File: config.mk
export PLATFORM = sky130hd
export DESIGN_NAME = spindle_pwm
export DESIGN_NICKNAME = d
export VERILOG_FILES = /design/src/rtl/spindle_pwm_pkg.sv /design/src/rtl/spindle_period_ctr.sv /design/src/rtl/spindle_width_calc.sv /design/src/rtl/spindle_pulse_gen.sv /design/src/rtl/spindle_pwm.sv
export SDC_FILE = /design/constraint.sdc
export NUM_CORES = 1
export LEC_CHECK = 0
export BUFFER_PORTS_ARGS = -buffer_cell sky130_fd_sc_hd__buf_2
export CAP_MARGIN = 20
export CORE_ASPECT_RATIO = 1.2
export CORE_MARGIN = 1
export CORE_UTILIZATION = 30
export DETAILED_ROUTE_END_ITERATION = 8
export PLACE_DENSITY = 0.46
export SETUP_SLACK_MARGIN = 0.5
export SYNTH_ARGS = -nofsm -noshare
export SYNTH_HDL_FRONTEND = slang
export SYNTH_HIERARCHICAL = 1
export SYNTH_SLANG_ARGS = --single-unit
File: constraint.sdc
create_clock -name clk_i -period 3.6 [get_ports clk_i]
set_input_delay 0.54 -clock clk_i [delete_from_list [all_inputs] [get_ports clk_i]]
set_output_delay 0.54 -clock clk_i [all_outputs]
set_load 0.005 [all_outputs]
File: src/rtl/spindle_pwm_pkg.sv
package spindle_pwm_pkg;
  typedef enum logic [1:0] {
    MODE_OFF = 2'b00,
    MODE_ACC = 2'b01,
    MODE_DEC = 2'b10,
    MODE_SRV = 2'b11
  } spin_mode_e;
endpackage

File: src/rtl/spindle_period_ctr.sv
module spindle_period_ctr #(
  parameter int PERIOD_CLKS = 192,
  localparam int CNT_W = $clog2(PERIOD_CLKS)
) (
  input  logic             clk_i,
  input  logic             rst_ni,
  output logic [CNT_W-1:0] cnt_o,
  output logic             last_o
);
  localparam logic [CNT_W-1:0] LAST_CNT = CNT_W'(PERIOD_CLKS - 1);

  assign last_o = (cnt_o == LAST_CNT);

  always_ff @(posedge clk_i or negedge rst_ni) begin
    if (!rst_ni)     cnt_o <= '0;
    else if (last_o) cnt_o <= '0;
    else             cnt_o <= cnt_o + 1'b1;
  end

  a_r1_wrap: assert property (@(posedge clk_i) disable iff (!rst_ni)
    (cnt_o == LAST_CNT) |=> (cnt_o == '0));
  a_r1_advance: assert property (@(posedge clk_i) disable iff (!rst_ni)
    (cnt_o != LAST_CNT) |=> (cnt_o == $past(cnt_o) + 1'b1));
  a_r1_in_range: assert property (@(posedge clk_i) disable iff (!rst_ni)
    cnt_o <= LAST_CNT);
endmodule

File: src/rtl/spindle_width_calc.sv
module spindle_width_calc
  import spindle_pwm_pkg::*;
#(
  parameter int ERR_W     = 16,
  parameter int ERR_SHIFT = 4,
  parameter int MAX_STEPS = 64,
  localparam int STEP_W = $clog2(MAX_STEPS + 1)
) (
  input  spin_mode_e               mode_i,
  input  logic signed [ERR_W-1:0]  err_i,
  output logic [STEP_W-1:0]        steps_o,
  output logic                     dec_o
);
  localparam logic [ERR_W:0] MAX_EXT = (ERR_W+1)'(MAX_STEPS);

  logic [ERR_W:0] err_ext, mag, scaled;
  logic [STEP_W-1:0] srv_steps;

  // one extra bit so the most negative word has a magnitude
  assign err_ext = {err_i[ERR_W-1], err_i};
  assign mag     = err_i[ERR_W-1] ? (~err_ext + 1'b1) : err_ext;
  assign scaled  = mag >> ERR_SHIFT;

  always_comb begin
    if (err_i == '0)            srv_steps = '0;
    else if (scaled == '0)      srv_steps = STEP_W'(1);
    else if (scaled > MAX_EXT)  srv_steps = STEP_W'(MAX_STEPS);
    else                        srv_steps = scaled[STEP_W-1:0];
  end

  always_comb begin
    unique case (mode_i)
      MODE_ACC: begin steps_o = STEP_W'(MAX_STEPS); dec_o = 1'b0;           end
      MODE_DEC: begin steps_o = STEP_W'(MAX_STEPS); dec_o = 1'b1;           end
      MODE_SRV: begin steps_o = srv_steps;          dec_o = err_i[ERR_W-1]; end
      default:  begin steps_o = '0;                 dec_o = 1'b0;           end
    endcase
  end
endmodule

File: src/rtl/spindle_pulse_gen.sv
module spindle_pulse_gen #(
  parameter int PERIOD_CLKS = 192,
  parameter int STEP_CLKS   = 2,
  parameter int MAX_STEPS   = 64,
  localparam int CNT_W  = $clog2(PERIOD_CLKS),
  localparam int STEP_W = $clog2(MAX_STEPS + 1),
  localparam int LIM_W  = CNT_W + 1
) (
  input  logic              clk_i,
  input  logic              rst_ni,
  input  logic [CNT_W-1:0]  cnt_i,
  input  logic              last_i,
  input  logic [STEP_W-1:0] steps_i,
  input  logic              dec_i,
  output logic              accel_o,
  output logic              decel_o,
  output logic              drive_o,
  output logic              drive_oe_o
);
  logic [STEP_W-1:0] steps_q;
  logic              dec_q;
  logic [LIM_W-1:0]  lim;
  logic              active;

  // width and direction are frozen for a whole frame
  always_ff @(posedge clk_i or negedge rst_ni) begin
    if (!rst_ni) begin
      steps_q <= '0;
      dec_q   <= 1'b0;
    end else if (last_i) begin
      steps_q <= steps_i;
      dec_q   <= dec_i;
    end
  end

  assign lim    = LIM_W'(steps_q) * LIM_W'(STEP_CLKS);
  assign active = ({1'b0, cnt_i} < lim);

  assign accel_o    = active & ~dec_q;
  assign decel_o    = active &  dec_q;
  assign drive_oe_o = active;
  assign drive_o    = active & ~dec_q;

  a_r11_hold_width: assert property (@(posedge clk_i) disable iff (!rst_ni)
    !last_i |=> ($stable(steps_q) && $stable(dec_q)));
  a_r9_width_cap: assert property (@(posedge clk_i) disable iff (!rst_ni)
    steps_q <= STEP_W'(MAX_STEPS));
  a_r10_exclusive: assert property (@(posedge clk_i) disable iff (!rst_ni)
    !(accel_o && decel_o));
  a_r10_accel_high: assert property (@(posedge clk_i) disable iff (!rst_ni)
    accel_o |-> (drive_oe_o && drive_o));
  a_r10_decel_low: assert property (@(posedge clk_i) disable iff (!rst_ni)
    decel_o |-> (drive_oe_o && !drive_o));
endmodule

File: src/rtl/spindle_pwm.sv
module spindle_pwm
  import spindle_pwm_pkg::*;
#(
  parameter int PERIOD_CLKS = 192,
  parameter int STEP_CLKS   = 2,
  parameter int MAX_STEPS   = 64,
  parameter int ERR_W       = 16,
  parameter int ERR_SHIFT   = 4
) (
  input  logic                    clk_i,
  input  logic                    rst_ni,
  input  logic [1:0]              mode_i,
  input  logic signed [ERR_W-1:0] speed_err_i,
  output logic                    accel_o,
  output logic                    decel_o,
  output logic                    drive_o,
  output logic                    drive_oe_o
);
  localparam int CNT_W  = $clog2(PERIOD_CLKS);
  localparam int STEP_W = $clog2(MAX_STEPS + 1);

  spin_mode_e        mode;
  logic [CNT_W-1:0]  cnt;
  logic              last;
  logic [STEP_W-1:0] steps;
  logic              dec;

  assign mode = spin_mode_e'(mode_i);

  spindle_period_ctr #(.PERIOD_CLKS(PERIOD_CLKS)) u_ctr (
    .clk_i  (clk_i),
    .rst_ni (rst_ni),
    .cnt_o  (cnt),
    .last_o (last)
  );

  spindle_width_calc #(
    .ERR_W     (ERR_W),
    .ERR_SHIFT (ERR_SHIFT),
    .MAX_STEPS (MAX_STEPS)
  ) u_calc (
    .mode_i  (mode),
    .err_i   (speed_err_i),
    .steps_o (steps),
    .dec_o   (dec)
  );

  spindle_pulse_gen #(
    .PERIOD_CLKS (PERIOD_CLKS),
    .STEP_CLKS   (STEP_CLKS),
    .MAX_STEPS   (MAX_STEPS)
  ) u_gen (
    .clk_i      (clk_i),
    .rst_ni     (rst_ni),
    .cnt_i      (cnt),
    .last_i     (last),
    .steps_i    (steps),
    .dec_i      (dec),
    .accel_o    (accel_o),
    .decel_o    (decel_o),
    .drive_o    (drive_o),
    .drive_oe_o (drive_oe_o)
  );

  a_r2_off_no_width: assert property (@(posedge clk_i) disable iff (!rst_ni)
    (mode == MODE_OFF) |-> (steps == '0));
  a_r7_zero_no_width: assert property (@(posedge clk_i) disable iff (!rst_ni)
    (mode == MODE_SRV && speed_err_i == '0) |-> (steps == '0));
  a_r8_nonzero_has_width: assert property (@(posedge clk_i) disable iff (!rst_ni)
    (mode == MODE_SRV && speed_err_i != '0) |-> (steps != '0));
  a_r6_neg_decel: assert property (@(posedge clk_i) disable iff (!rst_ni)
    (mode == MODE_SRV && speed_err_i < 0) |-> dec);
endmodule

Word level (Yosys, flattened, before mapping)
Cells that the tools add are included.
{"block": "totals", "inputBits": 20, "elab_cells": 25, "output_inout_bits": 4, "ff_bits": 16}
{"block": "classes", "n_reduce_logical": 3, "n_eq_ne": 4, "add_sub_neg": 2, "n_mux": 7, "bitwise": 4, "magnitude_cmp": 2}
{"op": "7-bit 2-to-1 mux", "n": 3}
{"op": "17-bit by 1-bit adder with 17-bit output, second input constant", "n": 1}
{"op": "17-bit zero test", "n": 1}
{"op": "17-bit 2-to-1 mux", "n": 1}
{"op": "17-bit NOT", "n": 1}
{"op": "16-bit zero test", "n": 1}
{"op": "7-bit one-hot mux with 2 select lines", "n": 1}
{"op": "13-bit by 7-bit > comparator with 1-bit output, second input constant", "n": 1}
{"op": "8-bit by 1-bit adder with 8-bit output, second input constant", "n": 1}
{"op": "8-bit equality test, second input constant", "n": 1}
{"op": "8-bit less-than comparator", "n": 1}
{"op": "8-bit 2-to-1 mux", "n": 1}
{"op": "2-bit equality test, second input constant", "n": 2}
{"op": "1-bit bitwise AND", "n": 2}
{"op": "2-bit by 1-bit equality test with 1-bit output, second input constant", "n": 1}
{"op": "1-bit one-hot mux with 2 select lines", "n": 1}
{"op": "2-bit OR reduction", "n": 1}
{"op": "1-bit NOT", "n": 1}

Logic depth before layout (Yosys ltp)
{"block": "depth", "ltp_word": 8, "depth_mapped": 8, "ltp_nobuf": 8}

Hierarchy
The synthesis kept the hierarchy.
{"mod": "spindle_width_calc", "n_inst": 1, "seq_area_each_um2": 0.0, "cells_each": 67, "area_per_inst_um2": 494.2}
{"mod": "spindle_pulse_gen", "n_inst": 1, "seq_area_each_um2": 200.2, "cells_each": 51, "area_per_inst_um2": 465.4}
{"mod": "spindle_period_ctr", "n_inst": 1, "seq_area_each_um2": 200.2, "cells_each": 32, "area_per_inst_um2": 352.8}

Worst setup path after synthesis
Ideal clock, no wire load.
{"block": "synth_path", "path_type": "reg2out", "startpoint": "reg u_ctr.cnt_o[3]", "endpoint": "out drive_o", "required_ns": 3.060, "stages_incl_launch_ff": 6, "n_path_buf": 1, "arrival_ns": 1.407, "path_slack_ns": 1.653, "path_cell_list": "dfrtp_1 > ha_1 > a21oi_2 > o21ai_2 > a211oi_1 > buf_4"}
{"block": "synth_between", "elab_chain_len": 2}
{"item": "from (decl)", "line": "spindle_period_ctr.sv:7", "text": "output logic [CNT_W-1:0] cnt_o,"}
{"item": "from (signal assigned)", "line": "spindle_period_ctr.sv:17", "text": "else cnt_o <= cnt_o + 1'b1;"}
{"item": "8-bit less-than comparator", "line": "spindle_pulse_gen.sv:37", "text": "assign active = ({1'b0, cnt_i} < lim);"}
{"item": "1-bit bitwise AND"}
{"item": "to (decl)", "line": "spindle_pwm.sv:16", "text": "output logic drive_o,"}
No other way between the ends.

Worst setup path in the final report
{"block": "layout_path", "startpoint": "reg u_ctr.cnt_o[3]", "endpoint": "out accel_o"}
{"block": "layout_between", "elab_chain_len": 2}
{"item": "8-bit less-than comparator", "line": "spindle_pulse_gen.sv:37"}
{"item": "1-bit bitwise AND", "line": "spindle_pulse_gen.sv:39", "text": "assign accel_o = active & ~dec_q;"}
{"item": "to (decl)", "line": "spindle_pwm.sv:14", "text": "output logic accel_o,"}
No other way between the ends.

==> results.ini <==
[placed_design]
dpl.hpwl_um = 2210
io_buffer_count = 23
place_congestion = 0.862
dpl_cell_area_mm2 = 0.00146

[clock_network]
clkLatencyLatePin_ns = 0.25
cts-buffers-inserted = 3
post_cts.repair.setup_buffers = 0
htreeDepth = 1
clockBufferDepth = 2
cts_tree = yes
ctsRootBufferMaster = clkbuf_8
clkSlewWorstSetupHoldPaths_ns = 0.06
cts_hold_buf = 0
clock-sinks = 16
ctsResizeCount = 0

[floorplanning]
die_h_um = 74.5
ios = 24
start_util = 0.310
coreArea_mm2 = 0.00423
row_count = 26
dieArea_mm2 = 0.00464
die_w_um = 62.4

[power_and_ir_drop]
p_per_area_mw_per_mm2 = 260
p_leak_nw = 0.664
peakVddDrop_uv = 86.1
p_total_mw = 0.396

[grt]
grt_overflow = 0
grt_pass1_wl_um = 4930
grt_start_max_net_pins = 17
grt_pass1_vias = 1153
antenna_found_initial = 0
gr-usage-all-layers = 0.135

[critical_path]
cp.arrival_ns = 1.69
cpPeakStageDelay_ns = 0.44
cp_cell_sequence = ha_1, a21oi_2, o21ai_2, a211oi_1, buf_2
start_kind = flip-flop
critPathMaxFanout = 5
startpoint = u_ctr/cnt_o[3]
timing_worst_setup_path_type = reg -> out
rr_startpoint = u_ctr/cnt_o[1]
cp_slowest_cell = dfrtp_1
required_ns = 3.06
cp-end-kind = output port
reg2regPathDepth = 5

[sta]
report.final.slew_viol_count = 0
slew_headroom = 0.588
clock_skew_ns = 0.00188
worst_pin_slew_ns = 0.613
fin_crit_ns = 2.23
clock.fmax_mhz = 449
setup_viol = 0
finalHoldViolations = 0
rsz0062_at_grt = false
period_share = 0.619
setup_tns_ns = 0

[finish]
diodes = 0
area_growth_syn_to_layout_pct = 15.7
post-route-util = 0.359
seqCellArea_um2 = 400
final_cell_mix = buf_2, dfrtp_1, nand2_1, inv_1, ha_1
fill_cells = 454
final_nets = 204
finalInstanceArea_mm2 = 0.00152
final_common_cell = buf_2
multiInputGateArea_um2 = 822
layout-drive-gt1-share = 0.231

[hold_path]
min_path_type = in -> async

[synth]
ys_types = 41
synthCells = 150
synth_edf_count = 0
synth-warning-count = 6
synthTopCellsByArea = dfrtp_1, ha_1, nand2_1
synth.top_cell.area_share = 0.305
async_reset_ff_frac = 1.00
ys.flop_type = dfrtp_1
synth_area_mm2 = 0.00131
syn_area_per_cell_um2 = 8.75
synth_seq_area_share = 0.305
yosysTopAreaCell = dfrtp_1
ys_ff_latch = 16
syn_nets = 180

[status]
run_status = completed

[detailed_routing]
wl_per_cell_um = 12.3
postRouteAntennaNets = 0
drcViolationCount = 0
dr_total_vias = 1175
wirelength_um = 2820
viasPerCell = 5.13
dr.first_iter.drc_count = 48
drtPass1Iterations = 4

[flow_run]
maxCapViolCount = 0

==> Yosys cell counts, types with 3 or more instances <==
cell	n
dfrtp_1	16
inv_1	12
nor3_1	6
a21oi_1	6
nand2_1	15
xor2_1	4
o211ai_1	3
a211oi_1	5
nor2_1	8
ha_1	10
o21ai_0	5
a31oi_1	4
buf_4	3
or3_1	3
nand4_1	3
nand3_1	6
o21ai_1	9
xnor2_1	5
==> per-stage QoR <==
| step | hold WS (ns) | worst slack [ns] | std cells |
|---|---|---|---|
| after floorplan | 0.244 | 1.65 | 150 |
| after global placement | 0.471 | 1.39 | 225 |
| after detailed placement | 0.478 | 1.35 | 225 |
| after CTS | 0.206 | 1.34 | 229 |
| after global routing | 0.219 | 1.23 | 229 |
| final | 0.190 | 1.37 | 229 |
==> state kept, by name (all words and copies together), names as in the netlist <==
signal and cells:
u_gen/steps_q 7, u_ctr/cnt_o 8, u_gen/dec_q 1
==> area by class of cell <==
| type | instances | share of cell area |
|---|---|---|
| repair buffers | 24 | 0.0807 |
| multi-input cells | 116 | 0.541 |
| clock buffers | 4 | 0.0362 |
| well taps | 56 | 0.0461 |
| inverters | 13 | 0.0321 |
| flip-flops and latches | 16 | 0.264 |
==> critical path, delay by kind of cell (launching register included) <==
family	cells	cell delay, ns
AO/OA/AOI/OAI	3	0.48
adder cells (fa/ha/maj)	1	0.35
buffers and inverters	1	0.16
flip-flops	1	0.44
==> layer usage <==
metal	global-route usage	wire length, um
met5	0	0
met4	0.0904	70
met3	0.0230	66
met2	0.250	1480
met1	0.143	1210
==> final timing paths <==
path / end / slack, ns
worst max-delay path: accel_o / 1.37
worst min-delay path: u_ctr/cnt_o[5] / 0.19
worst max register to register: u_gen/steps_q[0] / 1.56
worst min register to register: u_gen/steps_q[0] / 0.50
max in group asynchronous: u_gen/steps_q[2] / 3.16
min in group clk_i: u_gen/steps_q[0] / 0.50
==> where the power goes <==
group	internal, mW	total [mW]	switching (mW)	leakage (nW)
registers	0.180	0.180	0	0.172
clock network	0.0970	0.159	0.0618	0.0288
logic	0.0222	0.0570	0.0348	0.463
==> logic make-up (layout without fill, tap and decap cells) <==
family	after synthesis	after routing	share of synthesized area
compound gates	43	43	0.240
simple gates	53	53	0.222
xor+xnor	9	9	0.0601
buf+inv	18	41	0.0686
flops	16	16	0.305
fa+ha+maj	10	10	0.0953
mux	1	1	0.00858
Power figures use the tool's default switching activity.
